### src/rtl/fpdq_pkg.sv
package fpdq_pkg;
    typedef struct packed {
        logic [31:0] addr;
        logic [31:0] insn;
    } fq_entry_t;

    function automatic int unsigned idx_w(int unsigned n);
        return (n <= 2) ? 1 : $clog2(n);
    endfunction
endpackage

### src/rtl/fpdq_alloc.sv
module fpdq_alloc #(
    parameter int unsigned DEPTH = 2,
    parameter int unsigned TW    = 1,
    parameter int unsigned CW    = 2
) (
    input  logic [DEPTH-1:0][TW-1:0] tags,
    input  logic [CW-1:0]            cnt,
    output logic [TW-1:0]            free_id
);
    logic [DEPTH-1:0] used;

    always_comb begin
        used = '0;
        for (int k = 0; k < DEPTH; k++) begin
            for (int i = 0; i < DEPTH; i++) begin
                if (i < int'(cnt) && tags[i] == TW'(k)) used[k] = 1'b1;
            end
        end
        free_id = '0;
        for (int k = DEPTH - 1; k >= 0; k--) begin
            if (!used[k]) free_id = TW'(k);
        end
    end
endmodule

### src/rtl/fpdq_match.sv
module fpdq_match #(
    parameter int unsigned DEPTH = 2,
    parameter int unsigned TW    = 1,
    parameter int unsigned CW    = 2
) (
    input  logic [DEPTH-1:0][TW-1:0] tags,
    input  logic [CW-1:0]            cnt,
    input  logic [TW-1:0]            key,
    output logic                     hit,
    output logic [TW-1:0]            pos
);
    always_comb begin
        hit = 1'b0;
        pos = '0;
        for (int i = DEPTH - 1; i >= 0; i--) begin
            if (i < int'(cnt) && tags[i] == key) begin
                hit = 1'b1;
                pos = TW'(i);
            end
        end
    end
endmodule

### src/rtl/fp_defer_queue.sv
module fp_defer_queue
    import fpdq_pkg::*;
#(
    parameter  int unsigned DEPTH = 2,
    localparam int unsigned TW    = idx_w(DEPTH),
    localparam int unsigned CW    = idx_w(DEPTH + 1)
) (
    input  logic          clk,
    input  logic          rst_n,
    input  logic          iss_valid,
    input  logic [31:0]   iss_addr,
    input  logic [31:0]   iss_insn,
    output logic          iss_ready,
    output logic [TW-1:0] iss_tag,
    input  logic          cmp_valid,
    input  logic [TW-1:0] cmp_tag,
    input  logic          cmp_exc,
    input  logic          drn_req,
    input  logic          drn_priv,
    output logic          drn_valid,
    output logic [63:0]   drn_data,
    output logic          drn_seq_err,
    output logic          drn_priv_err,
    output logic          trap_req,
    output logic          q_not_empty
);
    if (DEPTH == 0) begin : g_sync
        logic serr_q, perr_q;

        always_ff @(posedge clk) begin
            if (!rst_n) begin
                serr_q <= 1'b0;
                perr_q <= 1'b0;
            end else begin
                serr_q <= drn_req && drn_priv;
                perr_q <= drn_req && !drn_priv;
            end
        end

        assign iss_ready    = 1'b1;
        assign iss_tag      = '0;
        assign drn_valid    = 1'b0;
        assign drn_data     = '0;
        assign drn_seq_err  = serr_q;
        assign drn_priv_err = perr_q;
        assign trap_req     = 1'b0;
        assign q_not_empty  = 1'b0;
    end else begin : g_async
        typedef struct packed {
            fq_entry_t [DEPTH-1:0]       ent;
            logic [DEPTH-1:0][TW-1:0]    tag;
            logic [CW-1:0]               cnt;
            logic                        frozen;
            logic                        trap;
            logic                        dval;
            fq_entry_t                   dat;
            logic                        serr;
            logic                        perr;
        } state_t;

        state_t        s_d, s_q;
        logic [TW-1:0] free_id;
        logic          hit;
        logic [TW-1:0] hit_pos;
        logic          issue_ok;

        fpdq_alloc #(.DEPTH(DEPTH), .TW(TW), .CW(CW)) u_alloc (
            .tags    (s_q.tag),
            .cnt     (s_q.cnt),
            .free_id (free_id)
        );

        fpdq_match #(.DEPTH(DEPTH), .TW(TW), .CW(CW)) u_match (
            .tags (s_q.tag),
            .cnt  (s_q.cnt),
            .key  (cmp_tag),
            .hit  (hit),
            .pos  (hit_pos)
        );

        assign issue_ok = !s_q.frozen && (s_q.cnt < CW'(DEPTH));

        always_comb begin
            fq_entry_t     mv_ent;
            logic [TW-1:0] mv_tag;
            s_d      = s_q;
            s_d.trap = 1'b0;
            s_d.dval = 1'b0;
            s_d.serr = 1'b0;
            s_d.perr = 1'b0;
            mv_ent   = s_q.ent[hit_pos];
            mv_tag   = s_q.tag[hit_pos];

            if (drn_req && !drn_priv) begin
                s_d.perr = 1'b1;
            end else if (drn_req && !s_q.frozen) begin
                s_d.serr = 1'b1;
            end

            if (!s_q.frozen) begin
                if (cmp_valid && hit) begin
                    if (cmp_exc) begin
                        // faulting entry to the head, older ones slide up
                        for (int i = 1; i < DEPTH; i++) begin
                            if (i <= int'(hit_pos)) begin
                                s_d.ent[i] = s_q.ent[i-1];
                                s_d.tag[i] = s_q.tag[i-1];
                            end
                        end
                        s_d.ent[0] = mv_ent;
                        s_d.tag[0] = mv_tag;
                        s_d.frozen = 1'b1;
                        s_d.trap   = 1'b1;
                    end else begin
                        for (int i = 0; i < DEPTH - 1; i++) begin
                            if (i >= int'(hit_pos)) begin
                                s_d.ent[i] = s_q.ent[i+1];
                                s_d.tag[i] = s_q.tag[i+1];
                            end
                        end
                        s_d.cnt = s_d.cnt - CW'(1);
                    end
                end
                if (iss_valid && issue_ok) begin
                    for (int i = 0; i < DEPTH; i++) begin
                        if (i == int'(s_d.cnt)) begin
                            s_d.ent[i] = '{addr: iss_addr, insn: iss_insn};
                            s_d.tag[i] = free_id;
                        end
                    end
                    s_d.cnt = s_d.cnt + CW'(1);
                end
            end else if (drn_req && drn_priv) begin
                s_d.dval = 1'b1;
                s_d.dat  = s_q.ent[0];
                for (int i = 0; i < DEPTH - 1; i++) begin
                    s_d.ent[i] = s_q.ent[i+1];
                    s_d.tag[i] = s_q.tag[i+1];
                end
                s_d.cnt = s_q.cnt - CW'(1);
                if (s_q.cnt == CW'(1)) s_d.frozen = 1'b0;
            end
        end

        always_ff @(posedge clk) begin
            if (!rst_n) s_q <= '0;
            else        s_q <= s_d;
        end

        assign iss_ready    = issue_ok;
        assign iss_tag      = free_id;
        assign drn_valid    = s_q.dval;
        assign drn_data     = s_q.dat;
        assign drn_seq_err  = s_q.serr;
        assign drn_priv_err = s_q.perr;
        assign trap_req     = s_q.trap;
        assign q_not_empty  = (s_q.cnt != '0);
    end
endmodule

### config.mk
export PLATFORM = sky130hd
export DESIGN_NAME = fp_defer_queue
export DESIGN_NICKNAME = d
export VERILOG_FILES = /design/src/rtl/fpdq_pkg.sv /design/src/rtl/fpdq_alloc.sv /design/src/rtl/fpdq_match.sv /design/src/rtl/fp_defer_queue.sv
export SDC_FILE = /design/constraint.sdc
export NUM_CORES = 1
export LEC_CHECK = 0
export BUFFER_PORTS_ARGS = -buffer_cell sky130_fd_sc_hd__buf_2
export CAP_MARGIN = 20
export CORE_MARGIN = 4
export CORE_UTILIZATION = 44
export DETAILED_ROUTE_END_ITERATION = 10
export HOLD_SLACK_MARGIN = 0.03
export PLACE_DENSITY = 0.71
export SLEW_MARGIN = 15
export SYNTH_ARGS = -nofsm -noshare
export SYNTH_HDL_FRONTEND = slang
export SYNTH_SLANG_ARGS = --single-unit
### constraint.sdc
create_clock -name clk -period 4.7 [get_ports clk]
set_input_delay 1.175 -clock clk [delete_from_list [all_inputs] [get_ports clk]]
set_output_delay 1.175 -clock clk [all_outputs]
set_load 0.03 [all_outputs]
==> run_results.csv <==
group,metric,value,unit
die,fp.dieH,171,µm
timing,hold_viol,0,
clock_network,cts_buffers,24,
critical_path,r2r_slack,710,ps
die,start_util,44.9,%
timing,fin_setup_tns,0,ps
global_route,met2_usage,40.6,%
timing,rsz0062_at_grt,"no",
timing,fmax,250,MHz
critical_path,critical_path_class,"in -> reg",
power_and_ir_drop,internal-power,4.17,mW
die,io_pins,143,
synth,synth_nets,1697,
synth,ys_ff_latch,201,
power_and_ir_drop,swShare,38.4,%
route,wl,37.6,mm
critical_path,max_stage_delay,900,ps
synth,synth_top_area_share,34.3,%
global_route,grt_pass1_vias,11400,
route,drc,0,
die,fp-row-count,59,
critical_path,slowest_stage,"and3_2",
critical_path,worstPathArrival,4410,ps
timing,setup_slack,695,ps
synth,synth-main-ff-cell,"dfxtp_1",
final_layout,multi_input_area,6640,µm²
clock_network,cts_sinks,201,
placement,dp_slack,239,ps
global_route,grt_util_met3,4.37,%
timing,maxSlewViolCount,0,
global_route,busiest_layer,"met2",
final_layout,final_nets,1676,
clock_network,htreeDepth,1,
global_route,gr-usage-all-layers,24.7,%
power_and_ir_drop,power.switching,2.61,mW
global_route,antenna_found_initial,4,
die,core,26100,µm²
timing,fin_worst_skew,11.1,ps
power_and_ir_drop,combinationalPowerShare,31.0,%
critical_path,cp-end-kind,"register",
timing,slew_headroom,26.4,%
flow_run,maxCapViolations,0,
route,drt-pass1-iter-count,7,
final_layout,regArea,4030,µm²
timing,min_period,4000,ps
power_and_ir_drop,seq_power_share,40.2,%
global_route,grt_util_met1,33.3,%
clock_network,worstSkewPairLatency,520,ps
route,wire_per_inst,19.3,µm
power_and_ir_drop,p_leak,4.84,nW
placement,io_buffers,142,
timing,setup-violations-final,0,
critical_path,path_buf_inv,2,
critical_path,critPathTopFamily,"simple AND/OR/NAND/NOR gates",
global_route,grt_pass1_wl,60.3,mm
placement,place_congestion,0.881,
power_and_ir_drop,p_clk_share,28.8,%
power_and_ir_drop,finalPower,6.78,mW
min_path,hp-class,"reg -> reg",
status,status,"finished clean",
clock_network,post_cts_resized,0,
synth,synth_edf_count,0,
final_layout,fin_area,12900,µm²
synth,ys_top_cells_by_area,"dfxtp_1, o21ai_0, nand2_1",
power_and_ir_drop,power_density,525,nW/µm²
route,drtAntennaViolNets,0,
clock_network,hold_buffers,0,
die,die_w,171,µm
critical_path,cp_data_required_time,5110,ps
placement,dpl_cell_area,12100,µm²
critical_path,critPathLaunchType,"input pin",
die,die_area,29400,µm²
timing,fin_crit_sh,85.2,%
route,vias,12200,
final_layout,syn_to_final_growth,10.1,%
final_layout,drive_above_1_share,15.7,%
clock_network,clk_pin_slew_worst_paths,60,ps
timing,worst_pin_slew,1100,ps
synth,yosys_warnings,0,
clock_network,cts_buffer_depth,3,
clock_network,ctsRootBufferMaster,"clkbuf_16",
critical_path,crit_fanout,47,
final_layout,fillCellCount,2571,
synth,synth_top_area_cell,"dfxtp_1",
clock_network,cts_tree,"built",
global_route,grt_max_degree,84,
route,drtIter0Drc,1315,
synth,synthCells,1621,
route,viasPerCell,6.23,
power_and_ir_drop,max-vdd-ir-drop,256,µV
clock_network,cts_setup_buffers,0,
synth,syn-cell-area,11700,µm²
synth,avgSynthCellArea,7.24,µm²
synth,synth_cell_type_count,47,
global_route,overflow,0,
synth,synthArstFlopShare,0,%
placement,dp_hpwl,22.1,mm
critical_path,path_cells,"buf_2 -> xor2_1 -> o22ai_1 -> nand2_2 -> nor2_1 -> a21o_1 -> ha_1 -> and3_2 -> buf_4 -> o221ai_1 -> and2_1",
synth,seq_area_frac_synth,34.3,%
registers in the layout (all words and copies together) (netlist names):
name	cells
drn_seq_err	1
drn_valid	1
drn_priv_err	1
trap_req	1
drn_data	64
g_async.s_q	133
cell usage in the layout, fill, tap and decap left out, types with 3 or more instances in the layout:
master,n
o21ai_0,354
nand2_1,297
dfxtp_1,200
buf_2,141
a21oi_1,101
nor2_1,87
o211ai_1,37
a41oi_1,37
a31oi_1,33
buf_4,31
a21o_1,28
and3_1,26
a221o_1,26
clkbuf_16,26
o21a_1,25
a21boi_0,23
a21bo_2,22
a21bo_1,15
and2_1,10
nor2b_1,9
mux2i_1,8
o221ai_1,7
inv_1,7
clkbuf_8,5
clkinv_2,5
ha_1,4
nand2b_1,3
a2111oi_4,3
nand3_1,3
a21boi_1,3
cells in the mapped netlist, types with 25 or more instances:
library cell	number
a31oi_1	33
buf_4	66
o21a_1	25
dfxtp_1	201
a221o_1	26
o211ai_1	37
nor2_1	88
nand2_1	300
clkbuf_1	130
a21o_1	28
o21ai_0	354
a21oi_1	101
and3_1	27
a41oi_1	37
stage by stage:
step / util [%] / cells / hold WS [ps]
2_1_floorplan: - / 1621 / 437
3_3_place_gp: 46.3 / 1909 / 441
3_5_place_dp: 46.3 / 1909 / 444
4_1_cts: 49.4 / 1951 / 452
5_1_grt: 49.5 / 1953 / 471
6_report: 49.5 / 1953 / 449
worst reg2reg max path: stages (launching register included):
cell,delay (ps)
dfxtp_1,360
ha_1,250
nand2b_1,360
o22ai_1,500
nand2_2,110
nor2_1,240
a21o_1,190
ha_1,180
and3_2,900
buf_4,420
o221ai_1,160
and2_1,190
area by class of cell:
class / instances / share of cell area, %
Clock buffer: 33 / 5.62
Timing Repair Buffer: 174 / 7.57
Sequential cell: 201 / 31.2
Antenna cell: 2 / 0.0387
Clock inverter: 9 / 0.784
Multi-Input combinational cell: 1191 / 51.3
Tap cell: 335 / 3.24
Inverter: 8 / 0.232
power groups by stage:
stage	clock (mW)	combinational, mW	sequential, mW
floorplan	0	1.63	2.54
global placement	0	2.00	2.72
detailed placement	0	2.08	2.74
CTS	1.98	2.08	2.71
global route	2.05	2.35	2.80
finish	1.95	2.10	2.72
worst paths after layout:
check | startpoint | endpoint | cells after the start
setup reg to reg | g_async.s_q[69] | g_async.s_q[195] | 11
hold / removal | drn_data[38] | drn_data[38] | 2
setup / recovery | cmp_tag | g_async.s_q[195] | 11
hold reg to reg | drn_data[38] | drn_data[38] | 2
metal layers:
layer,part of all wire (%),vias up,wire length (µm)
met3,8.9,67,3350
met4,2.4,4,887
met1,42,5834,15900
met5,0.082,-,31
met2,46,613,17500
li1,-,5647,-
cell families after synthesis:
group	synth area share, %
XOR/XNOR	0.597
adder cells (fa/ha/maj)	0.426
flip-flops	34.3
buffers and inverters	9.72
AND/OR/NAND/NOR	15.7
multiplexers	0.682
AO/OA/AOI/OAI	38.6
(Power assumes the default switching activity.)
